### config.mk
export PLATFORM = sky130hd
export DESIGN_NAME = txfb_top
export DESIGN_NICKNAME = d
export VERILOG_FILES = /design/src/rtl/txfb_pkg.sv /design/src/rtl/txfb_sizer.sv /design/src/rtl/txfb_timer.sv /design/src/rtl/txfb_ctrl.sv /design/src/rtl/txfb_top.sv
export SDC_FILE = /design/constraint.sdc
export NUM_CORES = 1
export LEC_CHECK = 0
export ABC_CLOCK_PERIOD_IN_PS = 6200
export BUFFER_PORTS_ARGS = -buffer_cell sky130_fd_sc_hd__buf_4
export CORE_ASPECT_RATIO = 0.6
export CORE_MARGIN = 2
export CORE_UTILIZATION = 45
export CTS_CLUSTER_DIAMETER = 150
export DETAILED_ROUTE_END_ITERATION = 6
export GPL_TIMING_DRIVEN = 0
export PLACE_DENSITY = 0.67
export SLEW_MARGIN = 40
export SYNTH_ARGS = -nofsm -noshare
export SYNTH_HDL_FRONTEND = slang
export SYNTH_SLANG_ARGS = --single-unit
### constraint.sdc
create_clock -name clk -period 6.2 [get_ports clk]
set_clock_uncertainty 0.05 [all_clocks]
set_input_delay 1.24 -clock clk [delete_from_list [all_inputs] [get_ports clk]]
set_output_delay 1.24 -clock clk [all_outputs]
set_load 0.03 [all_outputs]
### src/rtl/txfb_pkg.sv
package txfb_pkg;

    typedef enum logic [3:0] {
        S_IDLE,
        S_ALLOC_CMD,
        S_ALLOC_WAIT,
        S_RST_CMD,
        S_RST_WAIT,
        S_SET_PNR,
        S_SET_PTR,
        S_HDR,
        S_DATA,
        S_PAD,
        S_TAIL,
        S_ENQ_WAIT,
        S_ENQ_CMD
    } state_t;

    localparam logic [1:0] SEL_PKTNUM = 2'd0;
    localparam logic [1:0] SEL_PTR    = 2'd1;
    localparam logic [1:0] SEL_DATA   = 2'd2;

    localparam logic [7:0] CMD_ALLOC = 8'(1 << 5);
    localparam logic [7:0] CMD_RESET = 8'(2 << 5);
    localparam logic [7:0] CMD_ENQ   = 8'(6 << 5);

    localparam logic [15:0] PTR_AUTO_WRITE = 16'h4000;

    typedef struct packed {
        logic        we;
        logic [1:0]  sel;
        logic [15:0] data;
    } bufwr_t;

    typedef struct packed {
        logic       we;
        logic [7:0] code;
    } mmucmd_t;

    function automatic logic [15:0] image_count(input logic [15:0] len);
        logic [15:0] c;
        c = len + 16'd6;
        c = c + {15'd0, c[0]};
        return c;
    endfunction

endpackage

### src/rtl/txfb_sizer.sv
module txfb_sizer #(
    parameter int LEN_W     = 11,
    parameter int MAX_FRAME = 1514
) (
    input  logic [LEN_W-1:0] len,
    output logic             too_long,
    output logic             odd,
    output logic [15:0]      count
);
    import txfb_pkg::*;

    always_comb begin
        too_long = int'(len) > MAX_FRAME;
        odd      = len[0];
        count    = image_count(16'(len));
    end

endmodule

### src/rtl/txfb_timer.sv
module txfb_timer #(
    parameter int TIMEOUT = 100
) (
    input  logic clk,
    input  logic rst,
    input  logic run,
    output logic expired
);
    localparam int CW = $clog2(TIMEOUT + 1);
    localparam logic [CW-1:0] LAST = CW'(TIMEOUT - 1);

    logic [CW-1:0] cnt;

    always_ff @(posedge clk) begin
        if (rst || !run) begin
            cnt <= '0;
        end else if (cnt != LAST) begin
            cnt <= cnt + CW'(1);
        end
    end

    assign expired = run && (cnt == LAST);

    AST_TMO_BOUND: assert property (@(posedge clk) disable iff (rst)
        int'(cnt) < TIMEOUT) else $error("timer out of range");

endmodule

### src/rtl/txfb_ctrl.sv
module txfb_ctrl #(
    parameter int LEN_W = 11,
    parameter int PKT_W = 6
) (
    input  logic             clk,
    input  logic             rst,
    input  logic             start,
    input  logic [LEN_W-1:0] frame_len,
    input  logic             too_long,
    input  logic             len_odd,
    input  logic [15:0]      len_count,
    input  logic             tmo,
    input  logic             mmu_busy,
    input  logic             alloc_done,
    input  logic [PKT_W-1:0] alloc_pkt,
    input  logic [7:0]       src_data,
    output logic             waiting,
    output logic             src_req,
    output txfb_pkg::bufwr_t  bw,
    output txfb_pkg::mmucmd_t mc,
    output logic             done,
    output logic             error
);
    import txfb_pkg::*;

    state_t           state;
    logic [LEN_W-1:0] len_q;
    logic [LEN_W-1:0] dcnt;
    logic [15:0]      count_q;
    logic             odd_q;
    logic             retried;
    logic [1:0]       idx;

    always_ff @(posedge clk) begin
        if (rst) begin
            state   <= S_IDLE;
            len_q   <= '0;
            dcnt    <= '0;
            count_q <= '0;
            odd_q   <= 1'b0;
            retried <= 1'b0;
            idx     <= '0;
            done    <= 1'b0;
            error   <= 1'b0;
        end else begin
            done  <= 1'b0;
            error <= 1'b0;
            case (state)
                S_IDLE: begin
                    if (start) begin
                        if (too_long) begin
                            error <= 1'b1;
                        end else begin
                            len_q   <= frame_len;
                            count_q <= len_count;
                            odd_q   <= len_odd;
                            retried <= 1'b0;
                            state   <= S_ALLOC_CMD;
                        end
                    end
                end
                S_ALLOC_CMD: state <= S_ALLOC_WAIT;
                S_ALLOC_WAIT: begin
                    if (!mmu_busy && alloc_done) begin
                        state <= S_SET_PNR;
                    end else if (tmo) begin
                        if (retried) begin
                            error <= 1'b1;
                            state <= S_IDLE;
                        end else begin
                            retried <= 1'b1;
                            state   <= S_RST_CMD;
                        end
                    end
                end
                S_RST_CMD: state <= S_RST_WAIT;
                S_RST_WAIT: begin
                    if (!mmu_busy) begin
                        state <= S_ALLOC_CMD;
                    end else if (tmo) begin
                        error <= 1'b1;
                        state <= S_IDLE;
                    end
                end
                S_SET_PNR: state <= S_SET_PTR;
                S_SET_PTR: begin
                    idx   <= '0;
                    state <= S_HDR;
                end
                S_HDR: begin
                    idx <= idx + 2'd1;
                    if (idx == 2'd3) begin
                        idx   <= '0;
                        dcnt  <= '0;
                        state <= (len_q == '0) ? S_TAIL : S_DATA;
                    end
                end
                S_DATA: begin
                    dcnt <= dcnt + LEN_W'(1);
                    if (dcnt == len_q - LEN_W'(1)) begin
                        idx   <= '0;
                        state <= odd_q ? S_PAD : S_TAIL;
                    end
                end
                S_PAD: begin
                    idx   <= '0;
                    state <= S_TAIL;
                end
                S_TAIL: begin
                    idx <= idx + 2'd1;
                    if (idx == 2'd1) state <= S_ENQ_WAIT;
                end
                S_ENQ_WAIT: begin
                    if (!mmu_busy) begin
                        state <= S_ENQ_CMD;
                    end else if (tmo) begin
                        error <= 1'b1;
                        state <= S_IDLE;
                    end
                end
                S_ENQ_CMD: begin
                    done  <= 1'b1;
                    state <= S_IDLE;
                end
                default: state <= S_IDLE;
            endcase
        end
    end

    always_comb begin
        bw      = '0;
        mc      = '0;
        src_req = 1'b0;
        waiting = (state == S_ALLOC_WAIT) || (state == S_RST_WAIT) ||
                  (state == S_ENQ_WAIT);
        case (state)
            S_ALLOC_CMD: mc = '{we: 1'b1, code: CMD_ALLOC};
            S_RST_CMD:   mc = '{we: 1'b1, code: CMD_RESET};
            S_ENQ_CMD:   mc = '{we: 1'b1, code: CMD_ENQ};
            S_SET_PNR:   bw = '{we: 1'b1, sel: SEL_PKTNUM, data: 16'(alloc_pkt)};
            S_SET_PTR:   bw = '{we: 1'b1, sel: SEL_PTR, data: PTR_AUTO_WRITE};
            S_HDR: begin
                bw.we  = 1'b1;
                bw.sel = SEL_DATA;
                case (idx)
                    2'd2:    bw.data = {8'd0, count_q[7:0]};
                    2'd3:    bw.data = {8'd0, count_q[15:8]};
                    default: bw.data = 16'd0;
                endcase
            end
            S_DATA: begin
                bw      = '{we: 1'b1, sel: SEL_DATA, data: {8'd0, src_data}};
                src_req = 1'b1;
            end
            S_PAD, S_TAIL: bw = '{we: 1'b1, sel: SEL_DATA, data: 16'd0};
            default: ;
        endcase
    end

    AST_DONE_ERR_EXCL: assert property (@(posedge clk) disable iff (rst)
        !(done && error)) else $error("done with error");
    AST_DONE_PULSE: assert property (@(posedge clk) disable iff (rst)
        done |=> !done) else $error("done held");
    AST_ERR_PULSE: assert property (@(posedge clk) disable iff (rst)
        error |=> !error) else $error("error held");
    AST_ENQ_NOT_BUSY: assert property (@(posedge clk) disable iff (rst)
        (mc.we && mc.code == CMD_ENQ) |-> $past(!mmu_busy)) else $error("enqueue while busy");
    AST_SRC_WITH_DATA: assert property (@(posedge clk) disable iff (rst)
        src_req |-> (bw.we && bw.sel == SEL_DATA && !mc.we)) else $error("stray source pull");
    AST_LONG_NO_CMD: assert property (@(posedge clk) disable iff (rst)
        (state == S_IDLE && start && too_long) |=> (!mc.we && !bw.we && error)) else $error("oversize accepted");
    AST_LEN_HELD: assert property (@(posedge clk) disable iff (rst)
        (state != S_IDLE && state != S_ENQ_CMD && !error) |=> $stable(len_q)) else $error("length changed");

endmodule

### src/rtl/txfb_top.sv
module txfb_top #(
    parameter int LEN_W       = 11,
    parameter int PKT_W       = 6,
    parameter int MAX_PAYLOAD = 1500,
    parameter int HDR_BYTES   = 14,
    parameter int TIMEOUT     = 100
) (
    input  logic             clk,
    input  logic             rst,
    input  logic             start,
    input  logic [LEN_W-1:0] frame_len,
    output logic             src_req,
    input  logic [7:0]       src_data,
    output logic             wr_en,
    output logic [1:0]       wr_reg,
    output logic [15:0]      wr_data,
    output logic             cmd_we,
    output logic [7:0]       cmd_code,
    input  logic             mmu_busy,
    input  logic             alloc_done,
    input  logic [PKT_W-1:0] alloc_pkt,
    output logic             done,
    output logic             error
);
    import txfb_pkg::*;

    localparam int MAX_FRAME = MAX_PAYLOAD + HDR_BYTES;

    logic        too_long;
    logic        len_odd;
    logic [15:0] len_count;
    logic        waiting;
    logic        tmo;
    bufwr_t      bw;
    mmucmd_t     mc;

    txfb_sizer #(.LEN_W(LEN_W), .MAX_FRAME(MAX_FRAME)) u_sizer (
        .len      (frame_len),
        .too_long (too_long),
        .odd      (len_odd),
        .count    (len_count)
    );

    txfb_timer #(.TIMEOUT(TIMEOUT)) u_timer (
        .clk     (clk),
        .rst     (rst),
        .run     (waiting),
        .expired (tmo)
    );

    txfb_ctrl #(.LEN_W(LEN_W), .PKT_W(PKT_W)) u_ctrl (
        .clk        (clk),
        .rst        (rst),
        .start      (start),
        .frame_len  (frame_len),
        .too_long   (too_long),
        .len_odd    (len_odd),
        .len_count  (len_count),
        .tmo        (tmo),
        .mmu_busy   (mmu_busy),
        .alloc_done (alloc_done),
        .alloc_pkt  (alloc_pkt),
        .src_data   (src_data),
        .waiting    (waiting),
        .src_req    (src_req),
        .bw         (bw),
        .mc         (mc),
        .done       (done),
        .error      (error)
    );

    assign wr_en    = bw.we;
    assign wr_reg   = bw.sel;
    assign wr_data  = bw.data;
    assign cmd_we   = mc.we;
    assign cmd_code = mc.code;

    AST_NO_WR_CMD_OVERLAP: assert property (@(posedge clk) disable iff (rst)
        !(wr_en && cmd_we)) else $error("write and command together");

endmodule

==> run metrics, run 1 <==
H-tree depth 2; post-synthesis simple-gate area fraction 29.6%; fin area around 4000 um^2; Routed WL between 9000 and 10,000 um; Int Power 702 uW; Final Wtd Congestion roughly 0.94; compound-gate portion of the synthesized area 17.5%; Row Count 24; Die ar. 8100 um^2; Antenna Cells 0; Pleak 1.59 nW; required time of the critical path 4.91 ns; nature of the critical path endpoint output port; die height 70.5 um; clk sinks 50; CP Cell Sequence nor2b_1, nand2_1, inv_1, buf_1, a222oi_1, inv_1, buf_4; Seq/Total Area, Yosys 30.2%; area of the multi-input gates 2090 um^2; FMAX 0.252 GHz; post-route ant nets 0; # IOs between 60 and 70; Final setup viols 0; Critical Setup Path Class register to output port; sw frac 38.4%; die width roughly 110 um; register bit count reported by yosys 50; Synth Flop Type dfxtp_1; Iteration-0 DRC Markers around 260; XOR/XNOR Fraction of Synth Area 9.76%; CTS tree done; DRC 0; Root Driver clkbuf_16; Synth Area in Adders 3.77%; post-placement cell count 587; final-stage net count 543; Critical Path Start Type register; Mapped Cells 437; net switching power 437 uW; Logic pwr share just over 40%; Tot GR Track Use 23.0%; CP max FO 10; Tcrit/Tclk final between 60% and 70%; initial antenna violation count 0; status finished clean; share of cells above drive strength 1 between 10% and 20%; hold buffers post-CTS 0; Worst EP arrival 2.67 ns; Crit-path slowest cell buf_1; fill cell count ~690; number of setup buffers added after CTS 0; Synth-to-Final Area Change 20.4%; core area 7210 um^2; fin. max-slew vios 0; pwr dens 285 nW/um^2; Final Critical Period between 3 and 4 ns; Largest stage delay, worst path 0.51 ns; Skew-Pair Late Insertion Delay 0.29 ns; unrepaired setup endpoints after global routing false; CP most frequent cell inv_1; largest net degree at the start of global routing 16; area of the mapped netlist 3320 um^2; clk buf depth 2; IO buf count 48; Reg2Reg Setup Slack 3.50 ns; GRT overflow 0; FFs w/ async S/R, synth 0%; CTS resizes 0; clock-pin slew on the worst setup and hold paths 0.07 ns; Pwr Total 1.14 mW; YS warnings 0; Cell Count, Final, Fillers Out 595; Initial Util 46.1%; peak supply drop around 0.00014 V; DRT Pass-1 Iters 5; FF+latch area 1000 um^2; placement-stage cell area ~3800 um^2; HPWL Detailed just over 7000 um; vias per cell 5.57; worst hold path class register to register; syn avg cell area 7.60 um^2; count of cell types in the netlist 62; share of power burned in registers 34.5%; relative slew slack 57.5%; Fin. Hold Viols 0; DR WL/cell about 15 um; worst slew pin tran 0.638 ns; largest family of logic cells by synthesized area simple AND/OR/NAND/NOR gates; first-pass GRT wire length 14,800 um; vias in the first global route 2,927; MaxCap Viol Count 0; clock network fraction of total power 24.9%; fraction of synthesized area in multiplexers 0.905%; EDFF count, synth 0; setup TNS 0 ns; DR vias about 3,300; Num CTS Buffers 5
-- stage by stage --
| stage | hold slack (ns) | utilization (%) | setup WS [ns] |
|---|---|---|---|
| after detailed placement | 0.399 | 53.2 | 2.45 |
| after global placement | 0.389 | 53.2 | 2.50 |
| after CTS | 0.412 | 55.3 | 2.26 |
| after floorplan | 0.381 | - | 2.82 |
| final | 0.411 | 55.4 | 2.24 |
| after global routing | 0.437 | 55.4 | 2.07 |
-- cell type report --
class | count | area share [%]
Clock buffer | 6 | 3.48
Tap cell | 91 | 2.85
Multi-Input combinational cell | 345 | 52.4
Clock inverter | 2 | 0.313
Timing Repair Buffer | 48 | 9.02
Sequential cell | 50 | 25.1
Inverter | 16 | 1.50
Buffer | 37 | 5.39
-- path summary, 6_finish.rpt --
path | from | endpoint | depth (start not counted)
setup / recovery | u_ctrl.state[3]$_SDFFE_PP0P_ | wr_data[0] | 7
setup reg to reg | u_ctrl.len_q[0]$_SDFFE_PP0P_ | u_ctrl.idx[1]$_SDFFE_PP0P_ | 9
hold / removal | u_ctrl.count_q[2]$_SDFFE_PP0P_ | u_ctrl.count_q[2]$_SDFFE_PP0P_ | 2
hold reg to reg | u_ctrl.count_q[2]$_SDFFE_PP0P_ | u_ctrl.count_q[2]$_SDFFE_PP0P_ | 2
-- critical path: cells and delay by family (launching register included) --
| family | cells | cell delay (ns) |
|---|---|---|
| and+or+nand+nor | 2 | 0.67 |
| AOI/OAI and AO/OA | 1 | 0.24 |
| DFF | 1 | 0.42 |
| buffers and inverters | 4 | 1.04 |
-- flip-flops by register name (all words and copies together) (netlist names) --
name	flops
u_ctrl.count_q	12
u_timer.cnt	7
u_ctrl.error	1
u_ctrl.state	4
u_ctrl.idx	2
u_ctrl.retried	1
u_ctrl.len_q	11
u_ctrl.done	1
u_ctrl.dcnt	11
-- per-layer routing --
| metal | vias up | share of wire, % | global-route usage [%] |
|---|---|---|---|
| li1 | 1638 | - | - |
| met1 | 1557 | 52 | 35.6 |
| met2 | 114 | 41 | 32.9 |
| met3 | 6 | 6.4 | 5.38 |
| met4 | 0 | 0.62 | 3.35 |
| met5 | - | 0 | 0 |
-- power groups by stage --
stage          Sequential (mW)  Clock (mW)  Combinational [mW]
2_1_floorplan            0.391           0               0.339
3_3_place_gp             0.398           0               0.447
3_5_place_dp             0.398           0               0.456
4_1_cts                  0.392       0.288               0.459
5_1_grt                  0.398       0.304               0.512
6_report                 0.393       0.283               0.463
-- cell families after synthesis --
group | count (synthesis)
other | 1
flip-flops | 50
adder cells (fa/ha/maj) | 10
multiplexers | 3
XOR/XNOR | 37
AO/OA/AOI/OAI | 89
buffers and inverters | 53
AND/OR/NAND/NOR | 194
-- layout by cell type (no fill, tap or decap), types with 3 or more instances in the layout --
master / n
or2_2: 3
a311oi_1: 3
nor3_1: 18
nor2b_1: 4
conb_1: 12
buf_4: 61
xnor2_1: 19
clkbuf_8: 3
a211oi_1: 3
nor3b_1: 6
clkbuf_1: 19
nand3_1: 17
a31oi_1: 3
or3_1: 6
dfxtp_1: 50
xor2_1: 18
nand2b_1: 9
inv_1: 16
nand3b_1: 3
nand2_1: 68
or4_1: 4
mux2i_1: 3
a21oi_1: 37
nand4_1: 4
ha_1: 10
o21ai_0: 13
clkbuf_16: 5
nor2_1: 33
a222oi_1: 6
-- synthesized netlist by cell type (2+ instances only) --
cell	count	share of area, %
a31oi_1	3	0.57
nor4_1	2	0.38
or2_2	3	0.57
or4_1	4	0.90
a311oi_1	3	0.79
a211oi_1	3	0.68
inv_1	16	1.8
nand3b_1	3	0.68
a22o_1	2	0.53
o32ai_1	2	0.53
clkbuf_8	2	0.83
nand2_1	68	7.7
nor2b_1	4	0.75
nor2_1	33	3.7
clkbuf_1	19	2.1
buf_4	13	2.9
ha_1	10	3.8
o21ai_0	13	2.0
mux2i_1	3	0.90
nand3_1	17	2.6
and2_1	2	0.38
dfxtp_1	50	30
a21oi_1	37	5.6
xnor2_1	19	5.0
nor4_2	3	1.1
nor3_1	18	2.7
xor2_1	18	4.7
a211o_1	2	0.53
a222oi_1	6	1.8
or3_1	6	1.1
nor3b_1	6	1.4
o31ai_1	2	0.45
o311ai_1	2	0.53
and3_1	2	0.38
nand2b_1	9	1.7
buf_1	2	0.23
nand4_1	4	0.75
o22ai_1	2	0.38
(Power assumes the default switching activity.)
==> inputs of run 2 (changes only) <==
ABC_AREA = 1   (was default)
ABC_CLOCK_PERIOD_IN_PS = 4019   (was 6200)
PLACE_DENSITY = 0.66   (was 0.67)
clock period = 4.02 ns   (was 6.2 ns; I/O delays follow)
==> run metrics, run 2 <==
Top Registers u_ctrl.count_q: 12 flops, u_ctrl.dcnt: 11 flops, u_ctrl.len_q: 11 flops; FMAX 0.342 GHz; Critical Setup Path Class register to output port; Synth-to-Final Area Change 19.5%; Cell Count, Final, Fillers Out 739 (+24%); Pwr Total 2.33 mW (+100%); area of the mapped netlist 3590 um^2 (+8.3%); Iteration-0 DRC Markers 259 (-1.9%); YS warnings 0 (unchanged); relative slew slack 55.0% (-2.5 points); final-stage net count 670 (+23%); share of cells above drive strength 1 20.6% (+3.9 points); fill cell count 763 (+9.9%); largest net degree at the start of global routing 16 (unchanged); DR WL/cell 12.8 um (-16%); main area contributors after synthesis dfxtp_1 28%, nand2_1 15%, inv_1 7.1%; Root Driver clkbuf_16; most frequent cell after synthesis nand2_1; Critical path origin u_ctrl.state[2]$_SDFFE_PP0P_; Skew-Pair Late Insertion Delay 0.29 ns (about the same); Critical Path Start Type register; Mapped Cells 564 (+29%); clock-pin slew on the worst setup and hold paths 0.06 ns (about the same); EDFF count, synth 0 (unchanged); worst min-delay path startpoint u_ctrl.count_q[11]$_SDFFE_PP0P_; Initial Util 46.0% (-0.091 points); IO buf count 48 (unchanged); peak supply drop 0.000369 V (+160%); FF+latch area 1000 um^2 (unchanged); Setup crit end wr_data[0]; Final Wtd Congestion 0.971 (+2.8%); max reg flops 12 (unchanged); Num CTS Buffers 5 (unchanged); HPWL Detailed 7590 um (+7.9%); CP max FO 10 (unchanged); clk buf depth 2 (unchanged); nature of the critical path endpoint output port; hold buffers post-CTS 0 (unchanged); Pleak 1.95 nW (+23%); DRC 0 (unchanged); r2r startpoint u_ctrl.len_q[0]$_SDFFE_PP0P_; post-synth top area share 27.8% (-2.3 points); MaxCap Viol Count 0 (unchanged); Final setup viols 0 (unchanged); initial antenna violation count 0 (unchanged); setup TNS 0 ns (unchanged); R2R depth 15 (+6); die width 119 um (+3.9%); clk sinks 50 (unchanged); first-pass GRT wire length 15,500 um (+4.9%); post-placement cell count 731 (+25%); Worst EP arrival 2.07 ns (-0.60 ns); leading area contributor after synthesis dfxtp_1; CTS resizes 0 (unchanged); count of cell types in the netlist 43 (-31%); most frequent cells in the layout 143 x nand2_1, 68 x inv_1, 62 x buf_4, 50 x dfxtp_1, 46 x nor2_1; FFs w/ async S/R, synth 0% (unchanged); Fin. Hold Viols 0 (unchanged); hold depth 2 (unchanged); DR vias 3,751 (+13%); Row Count 25 (+4.2%); Synth Flop Type dfxtp_1; most common library cell in the layout ignoring fill and taps nand2_1; required time of the critical path 3.17 ns (-1.74 ns); Tcrit/Tclk final between 70% and 80%; register bit count reported by yosys 50 (unchanged); Antenna Cells 0 (unchanged); fin. max-slew vios 0 (unchanged); vias per cell 5.08 (-8.9%); Die ar. 8740 um^2 (+7.9%); vias in the first global route 3,299 (+13%); Post-synth top cells 143 x nand2_1, 68 x inv_1, 50 x dfxtp_1; number of setup buffers added after CTS 0 (unchanged); placement-stage cell area 4130 um^2 (+7.7%); largest register by flop count u_ctrl.count_q; GRT overflow 0 (unchanged); post-route ant nets 0 (unchanged); die height 73.2 um (+3.8%); status finished clean; # IOs 61 (unchanged); pwr dens 541 nW/um^2 (+90%); unrepaired setup endpoints after global routing false; H-tree depth 2 (unchanged); area of the multi-input gates 2180 um^2 (+3.9%); worst hold path class register to register; fin area 4300 um^2 (+7.5%); Reg2Reg Setup Slack 1.91 ns (-1.59 ns); Seq/Total Area, Yosys 27.8% (-2.3 points); core area 7820 um^2 (+8.5%); syn avg cell area 6.37 um^2 (-16%); DRT Pass-1 Iters 5 (unchanged); CTS tree done; worst slew pin tran 0.673 ns (+0.0348 ns); r2r endpoint u_ctrl.state[0]$_SDFFE_PP0P_; Routed WL 9480 um (+4.5%); Final Critical Period 2.93 ns; Tot GR Track Use 22.2% (-0.77 points)
-- run 2: cell types whose count changed after synthesis, moves of 15 or more --
cell / previous run / this run
nand2_1: 68 / 143
inv_1: 16 / 68
nand3_1: 17 / 36
inv_2: 0 / 16
clkbuf_1: 19 / 4
o21ai_0: 13 / 28
-- run 2: logic make-up (layout without fill, tap and decap cells) --
kind of cell               after synthesis  in the layout  share of synthesized area, %
xor gates and xnor gates                11             11                          3.10
other                                    1             12                         0.104
adders and majority gates               10             10                          3.48
DFF                                     50             50                          27.8
buffers and inverters                  106            162                          12.8
and+or+nand+nor                        287            287                          36.8
AOI/OAI and AO/OA                       99             99                          15.9
-- run 2: area by class of cell --
class	instances	share of cell area, %
Timing Repair Buffer	48	8.39
Inverter	84	7.34
Sequential cell	50	23.3
Clock buffer	5	2.91
Clock inverter	3	0.932
Multi-Input combinational cell	419	50.6
Buffer	22	3.35
Tap cell	108	3.15
-- run 2: worst max-delay path: stages (launching register included) --
cell and delay [ns]:
dfxtp_1 0.35, inv_2 0.10, nand2_2 0.11, nor2_4 0.29
clkbuf_1 0.50, nand2_1 0.10, o211ai_1 0.12, buf_4 0.19
-- run 2: worst min-delay path by stage --
stage	to
after floorplan	u_ctrl.count_q[11]$_SDFFE_PP0P_
after global routing	u_ctrl.count_q[11]$_SDFFE_PP0P_
after detailed placement	u_ctrl.count_q[11]$_SDFFE_PP0P_
after CTS	u_ctrl.count_q[11]$_SDFFE_PP0P_
after global placement	u_ctrl.count_q[11]$_SDFFE_PP0P_
final	u_ctrl.count_q[11]$_SDFFE_PP0P_
-- run 2: power by group --
| group | switching, mW | internal [mW] |
|---|---|---|
| clock | 0.190 | 0.292 |
| sequential | 0.0825 | 0.584 |
| combinational | 0.772 | 0.407 |
| total | 1.04 | 1.28 |
-- run 2: stage by stage --
step	hold slack (ns)	setup slack (ns)	utilization [%]
floorplan	0.367	1.28	-
global placement	0.376	1.21	52.8
detailed placement	0.381	1.17	52.8
CTS	0.390	1.12	54.9
global route	0.422	0.953	54.9
finish	0.392	1.09	54.9
-- run 2: routing by layer --
metal  up-vias  part of all wire (%)  GRT usage (%)
li1       1925                     -              -
met1      1678                    53           33.1
met2       140                    38           31.9
met3         8                   8.7           6.64
met4         0                  0.66           3.79
met5         -                     0              0
